==> src/rtl/spdif_tx_pkg.sv <==
package spdif_tx_pkg;
    localparam int SF_SLOTS     = 32;
    localparam int HC_PER_FRAME = 2 * 2 * SF_SLOTS;
    localparam int PRE_SLOTS    = 4;
    localparam int AUD_LO       = 4;
    localparam int V_SLOT       = 28;
    localparam int U_SLOT       = 29;
    localparam int C_SLOT       = 30;
    localparam int P_SLOT       = 31;

    typedef enum logic {
        ST_OFF = 1'b0,
        ST_RUN = 1'b1
    } tx_state_e;

    // Sync patterns, first half-cell in the MSB, for a preceding level of 0
    localparam logic [7:0] PRE_B = 8'b1110_1000;
    localparam logic [7:0] PRE_M = 8'b1110_0010;
    localparam logic [7:0] PRE_W = 8'b1110_0100;
endpackage

==> src/rtl/spdif_tx_csbank.sv <==
module spdif_tx_csbank #(
    parameter int CS_BITS   = 192,
    parameter int WORD_W    = 32,
    localparam int CS_WORDS = CS_BITS / WORD_W,
    localparam int IDX_W    = $clog2(CS_WORDS),
    localparam int FRM_W    = $clog2(CS_BITS),
    localparam int WSEL_W   = $clog2(WORD_W)
) (
    input  logic              clk,
    input  logic              rst_n,
    input  logic              we,
    input  logic              side,
    input  logic [IDX_W-1:0]  idx,
    input  logic [WORD_W-1:0] wdata,
    input  logic              rd_side,
    input  logic [FRM_W-1:0]  rd_bit,
    output logic              rd_val
);
    logic [WORD_W-1:0] word_q [2][CS_WORDS];
    logic              idx_ok;

    assign idx_ok = ({1'b0, idx} < (IDX_W+1)'(CS_WORDS));

    always_ff @(posedge clk or negedge rst_n) begin
        if (!rst_n) begin
            for (int s = 0; s < 2; s++) begin
                for (int w = 0; w < CS_WORDS; w++) begin
                    word_q[s][w] <= '0;
                end
            end
        end else if (we && idx_ok) begin
            word_q[side][idx] <= wdata;
        end
    end

    logic [FRM_W-WSEL_W-1:0] rd_word;
    logic [WSEL_W-1:0]       rd_pos;
    assign rd_word = rd_bit[FRM_W-1:WSEL_W];
    assign rd_pos  = rd_bit[WSEL_W-1:0];
    assign rd_val  = word_q[rd_side][IDX_W'(rd_word)][rd_pos];
endmodule

==> src/rtl/spdif_tx_ctrl.sv <==
module spdif_tx_ctrl
    import spdif_tx_pkg::*;
#(
    parameter int AUD_W   = 24,
    parameter int CS_BITS = 192,
    localparam int FRM_W  = $clog2(CS_BITS),
    localparam int HC_W   = $clog2(HC_PER_FRAME)
) (
    input  logic             clk,
    input  logic             rst_n,
    input  logic             enable,
    input  logic             rst_out_n,
    input  logic             rst_in_n,
    input  logic             s_valid,
    output logic             s_ready,
    input  logic [AUD_W-1:0] s_a,
    input  logic [AUD_W-1:0] s_b,
    input  logic             s_v,
    input  logic             s_u,
    input  logic             s_c,
    output logic             run,
    output logic [HC_W-1:0]  hc,
    output logic [FRM_W-1:0] frm,
    output logic [AUD_W-1:0] cur_a,
    output logic [AUD_W-1:0] cur_b,
    output logic             cur_v,
    output logic             cur_u,
    output logic             cur_c,
    output logic             cur_miss
);
    tx_state_e        state_q, state_d;
    logic [HC_W-1:0]  hc_q;
    logic [FRM_W-1:0] frm_q;
    logic             frame_end;
    logic             fire;

    logic             nxt_full;
    logic [AUD_W-1:0] nxt_a, nxt_b;
    logic             nxt_v, nxt_u, nxt_c;

    // State register
    always_ff @(posedge clk or negedge rst_n) begin
        if (!rst_n) state_q <= ST_OFF;
        else        state_q <= state_d;
    end

    // Transitions: go and stop
    always_comb begin
        state_d = state_q;
        unique case (state_q)
            ST_OFF:  if (enable && rst_out_n)    state_d = ST_RUN;
            ST_RUN:  if (!enable || !rst_out_n)  state_d = ST_OFF;
            default: state_d = ST_OFF;
        endcase
    end

    // Outputs of the machine
    always_comb begin
        run       = (state_q == ST_RUN);
        frame_end = run && (hc_q == HC_W'(HC_PER_FRAME - 1));
        s_ready   = rst_in_n && !nxt_full;
        fire      = s_valid && s_ready;
    end

    // Half-cell and frame counters
    always_ff @(posedge clk or negedge rst_n) begin
        if (!rst_n) begin
            hc_q  <= '0;
            frm_q <= '0;
        end else if (!run) begin
            hc_q  <= '0;
            frm_q <= '0;
        end else begin
            hc_q <= hc_q + 1'b1;
            if (frame_end) begin
                frm_q <= (frm_q == FRM_W'(CS_BITS - 1)) ? '0 : frm_q + 1'b1;
            end
        end
    end

    // Pending pair slot
    always_ff @(posedge clk or negedge rst_n) begin
        if (!rst_n) begin
            nxt_full <= 1'b0;
            nxt_a    <= '0;
            nxt_b    <= '0;
            nxt_v    <= 1'b0;
            nxt_u    <= 1'b0;
            nxt_c    <= 1'b0;
        end else if (!rst_in_n) begin
            nxt_full <= 1'b0;
        end else if (fire) begin
            nxt_full <= 1'b1;
            nxt_a    <= s_a;
            nxt_b    <= s_b;
            nxt_v    <= s_v;
            nxt_u    <= s_u;
            nxt_c    <= s_c;
        end else if (frame_end) begin
            nxt_full <= 1'b0;
        end
    end

    // Pair on the line
    always_ff @(posedge clk or negedge rst_n) begin
        if (!rst_n) begin
            cur_a    <= '0;
            cur_b    <= '0;
            {cur_v, cur_u, cur_c} <= 3'b000;
            cur_miss <= 1'b1;
        end else if (!run) begin
            cur_a    <= '0;
            cur_b    <= '0;
            {cur_v, cur_u, cur_c} <= 3'b000;
            cur_miss <= 1'b1;
        end else if (frame_end) begin
            if (nxt_full) begin
                cur_a    <= nxt_a;
                cur_b    <= nxt_b;
                {cur_v, cur_u, cur_c} <= {nxt_v, nxt_u, nxt_c};
                cur_miss <= 1'b0;
            end else begin
                cur_a    <= '0;
                cur_b    <= '0;
                {cur_v, cur_u, cur_c} <= 3'b000;
                cur_miss <= 1'b1;
            end
        end
    end

    assign hc  = hc_q;
    assign frm = frm_q;

    a_r4_frame_wrap: assert property (@(posedge clk) disable iff (!rst_n)
        (frame_end && frm_q == FRM_W'(CS_BITS - 1)) |=> (frm_q == '0));

    a_r10_accept_fills: assert property (@(posedge clk) disable iff (!rst_n)
        (s_valid && s_ready) |=> !s_ready);

    a_r11_underrun_flag: assert property (@(posedge clk) disable iff (!rst_n)
        (frame_end && !nxt_full) |=> cur_miss);

    a_r1_disable_stops: assert property (@(posedge clk) disable iff (!rst_n)
        (!enable) |=> !run);
endmodule

==> src/rtl/spdif_tx_sfbuild.sv <==
module spdif_tx_sfbuild
    import spdif_tx_pkg::*;
#(
    parameter int AUD_W   = 24,
    localparam int HC_W   = $clog2(HC_PER_FRAME),
    localparam int SLOT_W = $clog2(SF_SLOTS)
) (
    input  logic [HC_W-1:0]  hc,
    input  logic             frm_zero,
    input  logic [AUD_W-1:0] cur_a,
    input  logic [AUD_W-1:0] cur_b,
    input  logic             cur_v,
    input  logic             cur_u,
    input  logic             cur_c,
    input  logic             cur_miss,
    input  logic             msb_first,
    input  logic             v_sel,
    input  logic             v_set,
    input  logic             u_sel,
    input  logic             u_set,
    input  logic             c_sel,
    input  logic             cs_bit,
    output logic             is_pre,
    output logic [7:0]       pre_pat,
    output logic             data_bit
);
    logic [SLOT_W-1:0] slot;
    logic [SLOT_W-1:0] aidx;
    logic              chan;
    logic [AUD_W-1:0]  aud, aud_rev, aud_tx;
    logic              v_bit, u_bit, c_bit, par_bit;

    assign slot = hc[HC_W-2:1];
    assign chan = hc[HC_W-1];
    assign aud  = chan ? cur_b : cur_a;
    assign aidx = slot - SLOT_W'(AUD_LO);

    for (genvar gi = 0; gi < AUD_W; gi++) begin : g_rev
        assign aud_rev[gi] = aud[AUD_W-1-gi];
    end

    always_comb begin
        aud_tx  = msb_first ? aud_rev : aud;
        v_bit   = cur_miss | (v_sel ? cur_v : v_set);
        u_bit   = u_sel ? cur_u : u_set;
        c_bit   = c_sel ? cur_c : cs_bit;
        par_bit = (^aud_tx) ^ v_bit ^ u_bit ^ c_bit;

        is_pre  = (slot < SLOT_W'(PRE_SLOTS));
        if (chan)          pre_pat = PRE_W;
        else if (frm_zero) pre_pat = PRE_B;
        else               pre_pat = PRE_M;

        if (slot == SLOT_W'(V_SLOT))      data_bit = v_bit;
        else if (slot == SLOT_W'(U_SLOT)) data_bit = u_bit;
        else if (slot == SLOT_W'(C_SLOT)) data_bit = c_bit;
        else if (slot == SLOT_W'(P_SLOT)) data_bit = par_bit;
        else if (!is_pre)                 data_bit = aud_tx[aidx];
        else                              data_bit = 1'b0;
    end
endmodule

==> src/rtl/spdif_tx_bmc.sv <==
module spdif_tx_bmc
    import spdif_tx_pkg::*;
#(
    localparam int HC_W = $clog2(HC_PER_FRAME)
) (
    input  logic            clk,
    input  logic            rst_n,
    input  logic            run,
    input  logic [HC_W-1:0] hc,
    input  logic            is_pre,
    input  logic [7:0]      pre_pat,
    input  logic            data_bit,
    output logic            line_out
);
    logic       line_q, line_d;
    logic       pol_q, pol;
    logic       sub_start;
    logic [2:0] k;

    assign sub_start = (hc[HC_W-2:0] == '0);
    assign k         = hc[2:0];

    always_comb begin
        pol = sub_start ? line_q : pol_q;
        if (!run)         line_d = 1'b0;
        else if (is_pre)  line_d = pre_pat[3'd7 - k] ^ pol;
        else if (!hc[0])  line_d = ~line_q;
        else              line_d = line_q ^ data_bit;
    end

    always_ff @(posedge clk or negedge rst_n) begin
        if (!rst_n) begin
            line_q <= 1'b0;
            pol_q  <= 1'b0;
        end else begin
            line_q <= line_d;
            pol_q  <= pol;
        end
    end

    assign line_out = line_q;

    a_r2_cell_edge: assert property (@(posedge clk) disable iff (!rst_n)
        (run && !is_pre && !hc[0]) |=> (line_q != $past(line_q)));

    a_r1_quiet_off: assert property (@(posedge clk) disable iff (!rst_n)
        (!run) |=> !line_q);
endmodule

==> src/rtl/spdif_tx.sv <==
module spdif_tx
    import spdif_tx_pkg::*;
#(
    parameter int AUD_W     = 24,
    parameter int CS_BITS   = 192,
    parameter int CS_WORD_W = 32,
    localparam int CS_IDX_W = $clog2(CS_BITS / CS_WORD_W)
) (
    input  logic                 clk,
    input  logic                 rst_n,
    input  logic                 enable,
    input  logic                 rst_out_n,
    input  logic                 rst_in_n,
    input  logic                 msb_first,
    input  logic                 v_sel,
    input  logic                 v_set,
    input  logic                 u_sel,
    input  logic                 u_set,
    input  logic                 c_sel,
    input  logic                 cs_we,
    input  logic                 cs_side,
    input  logic [CS_IDX_W-1:0]  cs_idx,
    input  logic [CS_WORD_W-1:0] cs_wdata,
    input  logic                 s_valid,
    output logic                 s_ready,
    input  logic [AUD_W-1:0]     s_a,
    input  logic [AUD_W-1:0]     s_b,
    input  logic                 s_v,
    input  logic                 s_u,
    input  logic                 s_c,
    output logic                 line_out
);
    localparam int FRM_W = $clog2(CS_BITS);
    localparam int HC_W  = $clog2(HC_PER_FRAME);

    logic             run;
    logic [HC_W-1:0]  hc;
    logic [FRM_W-1:0] frm;
    logic [AUD_W-1:0] cur_a, cur_b;
    logic             cur_v, cur_u, cur_c, cur_miss;
    logic             cs_bit, is_pre, data_bit;
    logic [7:0]       pre_pat;

    spdif_tx_ctrl #(.AUD_W(AUD_W), .CS_BITS(CS_BITS)) u_ctrl (
        .clk(clk), .rst_n(rst_n), .enable(enable), .rst_out_n(rst_out_n),
        .rst_in_n(rst_in_n), .s_valid(s_valid), .s_ready(s_ready),
        .s_a(s_a), .s_b(s_b), .s_v(s_v), .s_u(s_u), .s_c(s_c),
        .run(run), .hc(hc), .frm(frm), .cur_a(cur_a), .cur_b(cur_b),
        .cur_v(cur_v), .cur_u(cur_u), .cur_c(cur_c), .cur_miss(cur_miss)
    );

    spdif_tx_csbank #(.CS_BITS(CS_BITS), .WORD_W(CS_WORD_W)) u_bank (
        .clk(clk), .rst_n(rst_n), .we(cs_we), .side(cs_side), .idx(cs_idx),
        .wdata(cs_wdata), .rd_side(hc[HC_W-1]), .rd_bit(frm), .rd_val(cs_bit)
    );

    spdif_tx_sfbuild #(.AUD_W(AUD_W)) u_build (
        .hc(hc), .frm_zero(frm == '0), .cur_a(cur_a), .cur_b(cur_b),
        .cur_v(cur_v), .cur_u(cur_u), .cur_c(cur_c), .cur_miss(cur_miss),
        .msb_first(msb_first), .v_sel(v_sel), .v_set(v_set), .u_sel(u_sel),
        .u_set(u_set), .c_sel(c_sel), .cs_bit(cs_bit), .is_pre(is_pre),
        .pre_pat(pre_pat), .data_bit(data_bit)
    );

    spdif_tx_bmc u_bmc (
        .clk(clk), .rst_n(rst_n), .run(run), .hc(hc), .is_pre(is_pre),
        .pre_pat(pre_pat), .data_bit(data_bit), .line_out(line_out)
    );
endmodule

==> config.mk <==
export PLATFORM = sky130hd
export DESIGN_NAME = spdif_tx
export DESIGN_NICKNAME = d
export VERILOG_FILES = /design/src/rtl/spdif_tx_pkg.sv /design/src/rtl/spdif_tx_csbank.sv /design/src/rtl/spdif_tx_ctrl.sv /design/src/rtl/spdif_tx_sfbuild.sv /design/src/rtl/spdif_tx_bmc.sv /design/src/rtl/spdif_tx.sv
export SDC_FILE = /design/constraint.sdc
export NUM_CORES = 1
export LEC_CHECK = 0
export CORE_MARGIN = 4
export CORE_UTILIZATION = 50
export CTS_CLUSTER_DIAMETER = 120
export DETAILED_ROUTE_END_ITERATION = 6
export DONT_BUFFER_PORTS = 1
export GPL_TIMING_DRIVEN = 0
export PLACE_DENSITY = 0.73
export SYNTH_ARGS = -nofsm -noshare
export SYNTH_HDL_FRONTEND = slang
export SYNTH_SLANG_ARGS = --single-unit
==> constraint.sdc <==
create_clock -name clk -period 4.4 [get_ports clk]
set_input_delay 0.88 -clock clk [delete_from_list [all_inputs] [get_ports clk]]
set_output_delay 0.88 -clock clk [all_outputs]
set_load 0.01 [all_outputs]
Word level (Yosys, flattened, before mapping). Index checks and enable logic that the tools add are counted.

Bits of input ports: 100. Bits in registers: 506. Logic and storage cells: 140. Output and inout bits: 2.

Bitwise gates (word level): 12. Add/subtract/negate cells: 4. Equal/unequal tests: 8. Order comparisons: 11. Reductions and logical operators: 15. Muxes and demuxes: 61.

Operators by type and width (number): two-way mux 192 bit (4); bitwise mux 384 bit (1); demux 192 bit (select 1 bit) (1); two-way mux 24 bit (8); binary-select mux 32 bit (select 3 bit) (1); demux 32 bit (select 3 bit) (1); two-way mux 32 bit (3); two-way mux 1 bit (32); two-way mux 8 bit (4); parity 24 bit (1); equality test 5 bit, second input constant (4); less-than comparator 5 x 6 -> 1 bit, second input constant (2); binary-select mux 1 bit (select 5 bit) (2); adder 8 x 1 -> 8 bit, second input constant (1); equality test 8 bit, second input constant (1); greater-or-equal comparator 4 bit, second input constant (2); logical NOT 8 bit (1); inverter 3 -> 4 bit (2); adder 7 x 1 -> 7 bit, second input constant (1); equality test 7 bit, second input constant (1); logical AND 1 bit (7); two-way mux 7 bit (1); logical NOT 6 bit (1); less-than comparator 5 x 3 -> 1 bit, second input constant (1); other kinds (19) (28).

Longest topological paths before layout.
Depth after elaboration: 19. Gate-level depth with buffers: 17. Gate-level depth less buffers: 11.

By module. Synthesis repeated with hierarchy kept, for this count alone.

Cell total of the unflattened synthesis: 1571. Area, all modules: 23787.8 µm².

By module, submodules not included: spdif_tx_csbank (area each 17401.7 µm², cells each 1102, instances 1, seq. area each 9609.2 µm²); spdif_tx_ctrl (area each 4618.2 µm², cells each 313, instances 1, seq. area each 3004.1 µm²); spdif_tx_sfbuild (area each 1557.7 µm², cells each 136, instances 1, seq. area each 0.0 µm²); spdif_tx_bmc (area each 191.4 µm², cells each 17, instances 1, seq. area each 50.0 µm²); spdif_tx (area each 18.8 µm², cells each 3, instances 1, seq. area each 0.0 µm²).

Worst setup path before layout. OpenSTA, ideal clock, no wires.

Path kind: in2reg. Start point: input port msb_first. End point: register u_bmc.line_q, in the netlist u_bmc.line_out. Required time: 4281 ps. Path buffers: 1. Path slack: 1095 ps. Cell stages on the path: 12. Arrival time: 3187 ps. Setup time: 119 ps. Path through: buf_2 -> mux4_1 -> xnor2_1 -> xnor2_1 -> xnor2_2 -> xnor2_1 -> xnor3_1 -> o211a_1 -> a311oi_1 -> o22ai_1 -> mux2i_1 -> o21a_1.

Word-level cells in the longest chain between the ends: 13. Elaborated cells on any way between the ends: 16.

Ends and longest elaborated chain: from (decl) (RTL line spdif_tx.sv:14) `input logic msb_first,`; two-way mux 24 bit * (RTL line spdif_tx_sfbuild.sv:43) `aud_tx = msb_first ? aud_rev : aud;`; branches (longest 4 deep; another with binary-select mux 1 bit (select 5 bit)); two-way mux 1 bit * (RTL line spdif_tx_sfbuild.sv:57) `else if (slot == SLOT_W'(P_SLOT)) data_bit = par_bit;`; two-way mux 1 bit * (RTL line spdif_tx_sfbuild.sv:56) `else if (slot == SLOT_W'(C_SLOT)) data_bit = c_bit;`; two-way mux 1 bit * (RTL line spdif_tx_sfbuild.sv:55) `else if (slot == SLOT_W'(U_SLOT)) data_bit = u_bit;`; two-way mux 1 bit * (RTL line spdif_tx_sfbuild.sv:54) `if (slot == SLOT_W'(V_SLOT)) data_bit = v_bit;`; bitwise XOR 1 bit * (RTL line spdif_tx_bmc.sv:28) `else line_d = line_q ^ data_bit;`; two-way mux 1 bit * (RTL line spdif_tx_bmc.sv:27) `else if (!hc[0]) line_d = ~line_q;`; two-way mux 1 bit * (RTL line spdif_tx_bmc.sv:26) `else if (is_pre) line_d = pre_pat[3'd7 - k] ^ pol;`; two-way mux 1 bit * (RTL line spdif_tx_bmc.sv:25) `if (!run) line_d = 1'b0;`; named net u_bmc.line_d (RTL line spdif_tx_bmc.sv:15) `logic line_q, line_d;`; to (signal assigned) (RTL line spdif_tx_bmc.sv:36) `line_q <= line_d;`; to (decl) (RTL line spdif_tx_bmc.sv:15).

Mark *: on every way through the listed nets, which the timed path passes. The select of a mux whose other input is x is not followed. A chain may end at the register's enable or synchronous reset.

Worst setup path after layout.
Start point: register u_ctrl.frm_q[7], in the netlist u_ctrl.frm[7]. End point: register u_bmc.line_q, in the netlist u_bmc.line_out.

Word-level cells in the longest chain between the ends: 16. Elaborated cells on any way between the ends: 22.

Ends and longest elaborated chain: from (decl) (RTL line spdif_tx_ctrl.sv:33) `logic [FRM_W-1:0] frm_q;`; from (signal assigned) (RTL line spdif_tx_ctrl.sv:76) `frm_q <= (frm_q == FRM_W'(CS_BITS - 1)) ? '0 : frm_q + 1'b1;`; inverter 3 -> 4 bit (implied by the code) (RTL line spdif_tx_csbank.sv:40) `assign rd_val = word_q[rd_side][IDX_W'(rd_word)][rd_pos];`; binary-select mux 32 bit (select 3 bit) (RTL line spdif_tx_csbank.sv:40); two-way mux 32 bit (implied by the code) (2 in series) (RTL line spdif_tx_csbank.sv:40); binary-select mux 1 bit (select 5 bit) (RTL line spdif_tx_csbank.sv:40); two-way mux 1 bit (implied by the code) (RTL line spdif_tx_csbank.sv:40); two-way mux 1 bit (RTL line spdif_tx_sfbuild.sv:46) `c_bit = c_sel ? cur_c : cs_bit;`; bitwise XOR 1 bit (RTL line spdif_tx_sfbuild.sv:47) `par_bit = (^aud_tx) ^ v_bit ^ u_bit ^ c_bit;`; two-way mux 1 bit (RTL line spdif_tx_sfbuild.sv:57); two-way mux 1 bit (RTL line spdif_tx_sfbuild.sv:56); two-way mux 1 bit (RTL line spdif_tx_sfbuild.sv:55); two-way mux 1 bit (RTL line spdif_tx_sfbuild.sv:54); bitwise XOR 1 bit (RTL line spdif_tx_bmc.sv:28); two-way mux 1 bit (RTL line spdif_tx_bmc.sv:27); two-way mux 1 bit * (RTL line spdif_tx_bmc.sv:26); two-way mux 1 bit * (RTL line spdif_tx_bmc.sv:25); named net u_bmc.line_d (RTL line spdif_tx_bmc.sv:15).

Mark *: on every way through the listed nets, which the timed path passes. The rest lies on a longest branch. The select of a mux whose other input is x is not followed.

==> impl_results.md <==
* Run status: complete, no violations
* Worst max-slew margin expressed relative to the limit at 10.21%
* Final std cell area, no fill at 26,410 sq um
* Remaining DRCs at 0
* Dominant combinational cell family by area after synthesis: multiplexers
* Cell Pwr Density at 466.5 nW/um^2
* Worst Setup Slack, final at 74.00 ps
* Worst path max stage delay at 660 ps
* Power Internal at 9.377 mW
* Critical Setup Path Class: flop to flop
* Worst path top cell family by delay: compound AO/OA/AOI/OAI gates
* Number of placement rows at 79
* Later-pin clock latency in the skew report at 600 ps
* CTS root buf: clkbuf_16
* Placeable core area at 46,750 sq um
* Switching component of the power at 2.944 mW
* Average vias per placed instance at 6.339
* Chip width at 225.9 um
* Initial core utilization at 50.77%
* Actual transition at the worst max-transition pin at 1342 ps
* Fraction of registers with async set/reset at 100.0%
* Wire length reported by the detailed router at 63,750 um
* Number of cells produced by synthesis at 1,616
* Area share of fa/ha/maj cells after synthesis at 0.3162%
* Total power at 12.32 mW
* Setup skew after layout at 13.06 ps
* Main flop type after synthesis: dfrtp_1
* Fin Setup TNS at 0 ps
* Relative contribution of sequential cells to total power at 49.3%
* Number of library cell types mapped by synthesis at 72
* GRT Util Overall at 25.15%
* Cell-by-cell listing of the critical path: buf_2 > buf_2 > nor2b_1 > clkbuf_1 > a21oi_1 > o21a_1 > a21oi_1 > o21ai_0 > a32o_1 > o211a_1 > a311oi_1 > o22ai_1 > mux2i_1 > o21a_1
* Maximum ir drop on the vdd rail at 332.9 uV
* Average cell area after synthesis at 14.69 sq um
* Final instance count without filler cells at 2,324
* Kind of end point of the critical path: flop
* Layout cell share with drive strength beyond 1 at 38.03%
* Complex-gate fraction of the synthesized area at 5.366%
* Net count after synthesis at 1,722
* Post-synth EDFFs at 0
* Placed insts at 2,223
* Number of setup buffers added after CTS at 0
* Total gr overflow at 0
* Buffers and inverters on the worst path at 3
* Tightest Hold Check Type: input pin to asynchronous set/reset pin
* Initial DRT Pass Iterations at 5
* Starting DRT DRC Count at 1,444
* Sequential area share after synthesis at 53.34%
* Combinational power share at 12.4%
* Initial antenna violation count at 1
* Launching element type of the critical path: flop
* Detailed-route via count at 14,730
* Overall die area at 51,030 sq um
* Cell area after synthesis at 23,740 sq um
* Count of warnings emitted by yosys at 0
* Number of max-slew violations in the final report at 0
* Final count of hold timing violations at 0
* Via count of the first global-routing pass at 15,420
* Number of endpoints failing setup at the final stage at 0
* # H-tree levels at 2
* Critical Path RT at 4880 ps
* Worst endpoint data arrival time at 4810 ps
* Net total in the final layout at 1,779
* Total of max-cap violations at 0
* CTS Sinks at 506
* Detail Placement HPWL at 41,980 um
* Count of input and output buffers at 0
* Antenna Nets Post-Route at 0
* Worst-case setup slack after placement at 53.62 ps
* # diodes at 0
* TritonCTS clock tree: built
* I/O pin count at 102
* Final RePlAce weighted congestion at 0.9445
* Dpl cell area at 24,500 sq um
* Post-synthesis simple-gate area fraction at 3.015%
* Total clock buffers created by CTS at 54
* Minimum period implied by the final worst setup slack at 4326 ps
* Maximum frequency from static timing analysis at 231.2 MHz
* Detail-routed net length per standard cell at 27.43 um
* Power share of the clock group at 38.4%
* Tcrit/Tclk final at 98.32%
* First-pass GRT wire length at 96,430 um
* Number of flip-flops and latches in the synthesized netlist at 506
* Die height at 225.9 um
* Setup repair after global routing missed its margin: false
* Crit-path slowest cell: nor2b_1
* CP max FO at 10
* Sw frac at 23.89%
* Area Growth Syn to Fin at 11.26%
* Largest net degree at the start of global routing at 359
* Leakage at 11.05 nW
* Deepest clock path buffer count at 3
* Multiplexer fraction of the synthesized cell area at 33.26%
* Clock transition at the register clock pins on the worst setup and hold paths after CTS at 60 ps
* XOR/XNOR share of the synthesized area at 1.407%
[path summary, 6_finish.rpt]
path | from | to | slack [ps] | depth (start not counted)
worst max-delay path | u_ctrl.frm[7] | u_bmc.line_out | 70 | 14
worst min-delay path | rst_n | u_bank.word_q[72] | 50 | 0
worst max register to register | u_ctrl.frm[7] | u_bmc.line_out | 70 | 14
worst min register to register | u_ctrl.cur_miss | u_ctrl.cur_miss | 470 | 2
max in group asynchronous | rst_n | u_ctrl.nxt_b[3] | 3410 | 0
min in group clk | cs_wdata[19] | u_bank.word_q[275] | 430 | 1
[routing by layer]
metal	vias up	GRT usage [%]	routed length, um
met5	-	0	7
met4	2	8.595	2041
met3	140	5.875	5033
met2	633	40.30	30300
met1	7791	34.16	26370
li1	6165	-	-
[metrics by stage]
stage | util [%] | hold slack (ps)
finish | 56.49 | 53.64
global route | 56.49 | 15.33
CTS | 56.49 | 0.04508
detailed placement | 52.40 | 462.3
global placement | 52.40 | 462.9
floorplan | - | 441.5
[what timing repair did]
item	in CTS	in global routing
gates resized for setup	0	4
endpoints found under the hold margin	145	0
hold buffers	2	0
endpoints found under the setup margin	0	1
[Yosys cell counts (18+ instances only)]
library cell	instances	share of area (%)
dfrtp_1	505	53
mux2_2	443	21
mux2i_1	85	3.6
clkbuf_1	82	1.3
mux4_2	68	6.5
a22o_1	52	1.9
nand2_1	29	0.46
a21oi_1	26	0.55
buf_1	25	0.40
nor2_1	23	0.36
xnor2_1	23	0.85
mux4_1	20	2.2
o21ai_0	18	0.38
o22ai_1	18	0.47
[power by group through the flow]
| stage | Sequential, mW | Clock [mW] | Combinational [mW] |
|---|---|---|---|
| after CTS | 6.05 | 4.79 | 1.53 |
| after global routing | 6.16 | 4.99 | 1.66 |
| after global placement | 6.06 | 0 | 1.42 |
| final | 6.07 | 4.73 | 1.53 |
| after floorplan | 5.95 | 0 | 1.25 |
| after detailed placement | 6.14 | 0 | 1.49 |
[sequential cells by signal, indices dropped and copies added, names as in the netlist]
signal           cells
u_bank.word_q      384
u_ctrl.cur_a        24
u_ctrl.cur_b        24
u_ctrl.nxt_a        24
u_ctrl.nxt_b        24
u_ctrl.frm           8
u_ctrl.hc            7
u_bmc.line_out       1
u_bmc.pol_q          1
u_ctrl.cur_c         1
u_ctrl.cur_miss      1
u_ctrl.cur_u         1
u_ctrl.cur_v         1
u_ctrl.nxt_c         1
u_ctrl.nxt_full      1
u_ctrl.nxt_u         1
u_ctrl.nxt_v         1
u_ctrl.run           1
[cell type report]
class                           count  area (sq um)
Timing Repair Buffer                2         37.54
Tap cell                          607         759.5
Fill cell                        3658         20340
Buffer                            140         733.2
Clock inverter                     23         241.5
Inverter                           12         45.04
Multi-Input combinational cell    957         10300
Sequential cell                   506         12660
Clock buffer                       77          1632
[layout by cell type, fill, tap and decap left out, types with 24 or more instances in the layout]
| cell | n |
|---|---|
| mux2_2 | 443 |
| mux2i_1 | 85 |
| nand2_1 | 29 |
| a22o_1 | 52 |
| buf_1 | 24 |
| a21oi_1 | 26 |
| clkbuf_16 | 57 |
| mux4_2 | 68 |
| dfrtp_1 | 505 |
| clkbuf_1 | 88 |
[cells by family (layout without fill, tap and decap cells)]
kind of cell	Yosys count	in the layout
muxes	616	616
DFF	506	506
AOI/OAI and AO/OA	169	169
buffers and inverters	153	254
and+or+nand+nor	132	132
xor gates and xnor gates	34	34
adders and majority gates	6	6
[worst reg2reg max path: stages (launching register included)]
cell,delay [ps]
dfrtp_1,450
buf_2,240
buf_2,260
nor2b_1,660
clkbuf_1,670
a21oi_1,140
o21a_1,180
a21oi_1,210
o21ai_0,140
a32o_1,320
o211a_1,240
a311oi_1,260
o22ai_1,130
mux2i_1,130
o21a_1,180
(Power assumes the default switching activity.)
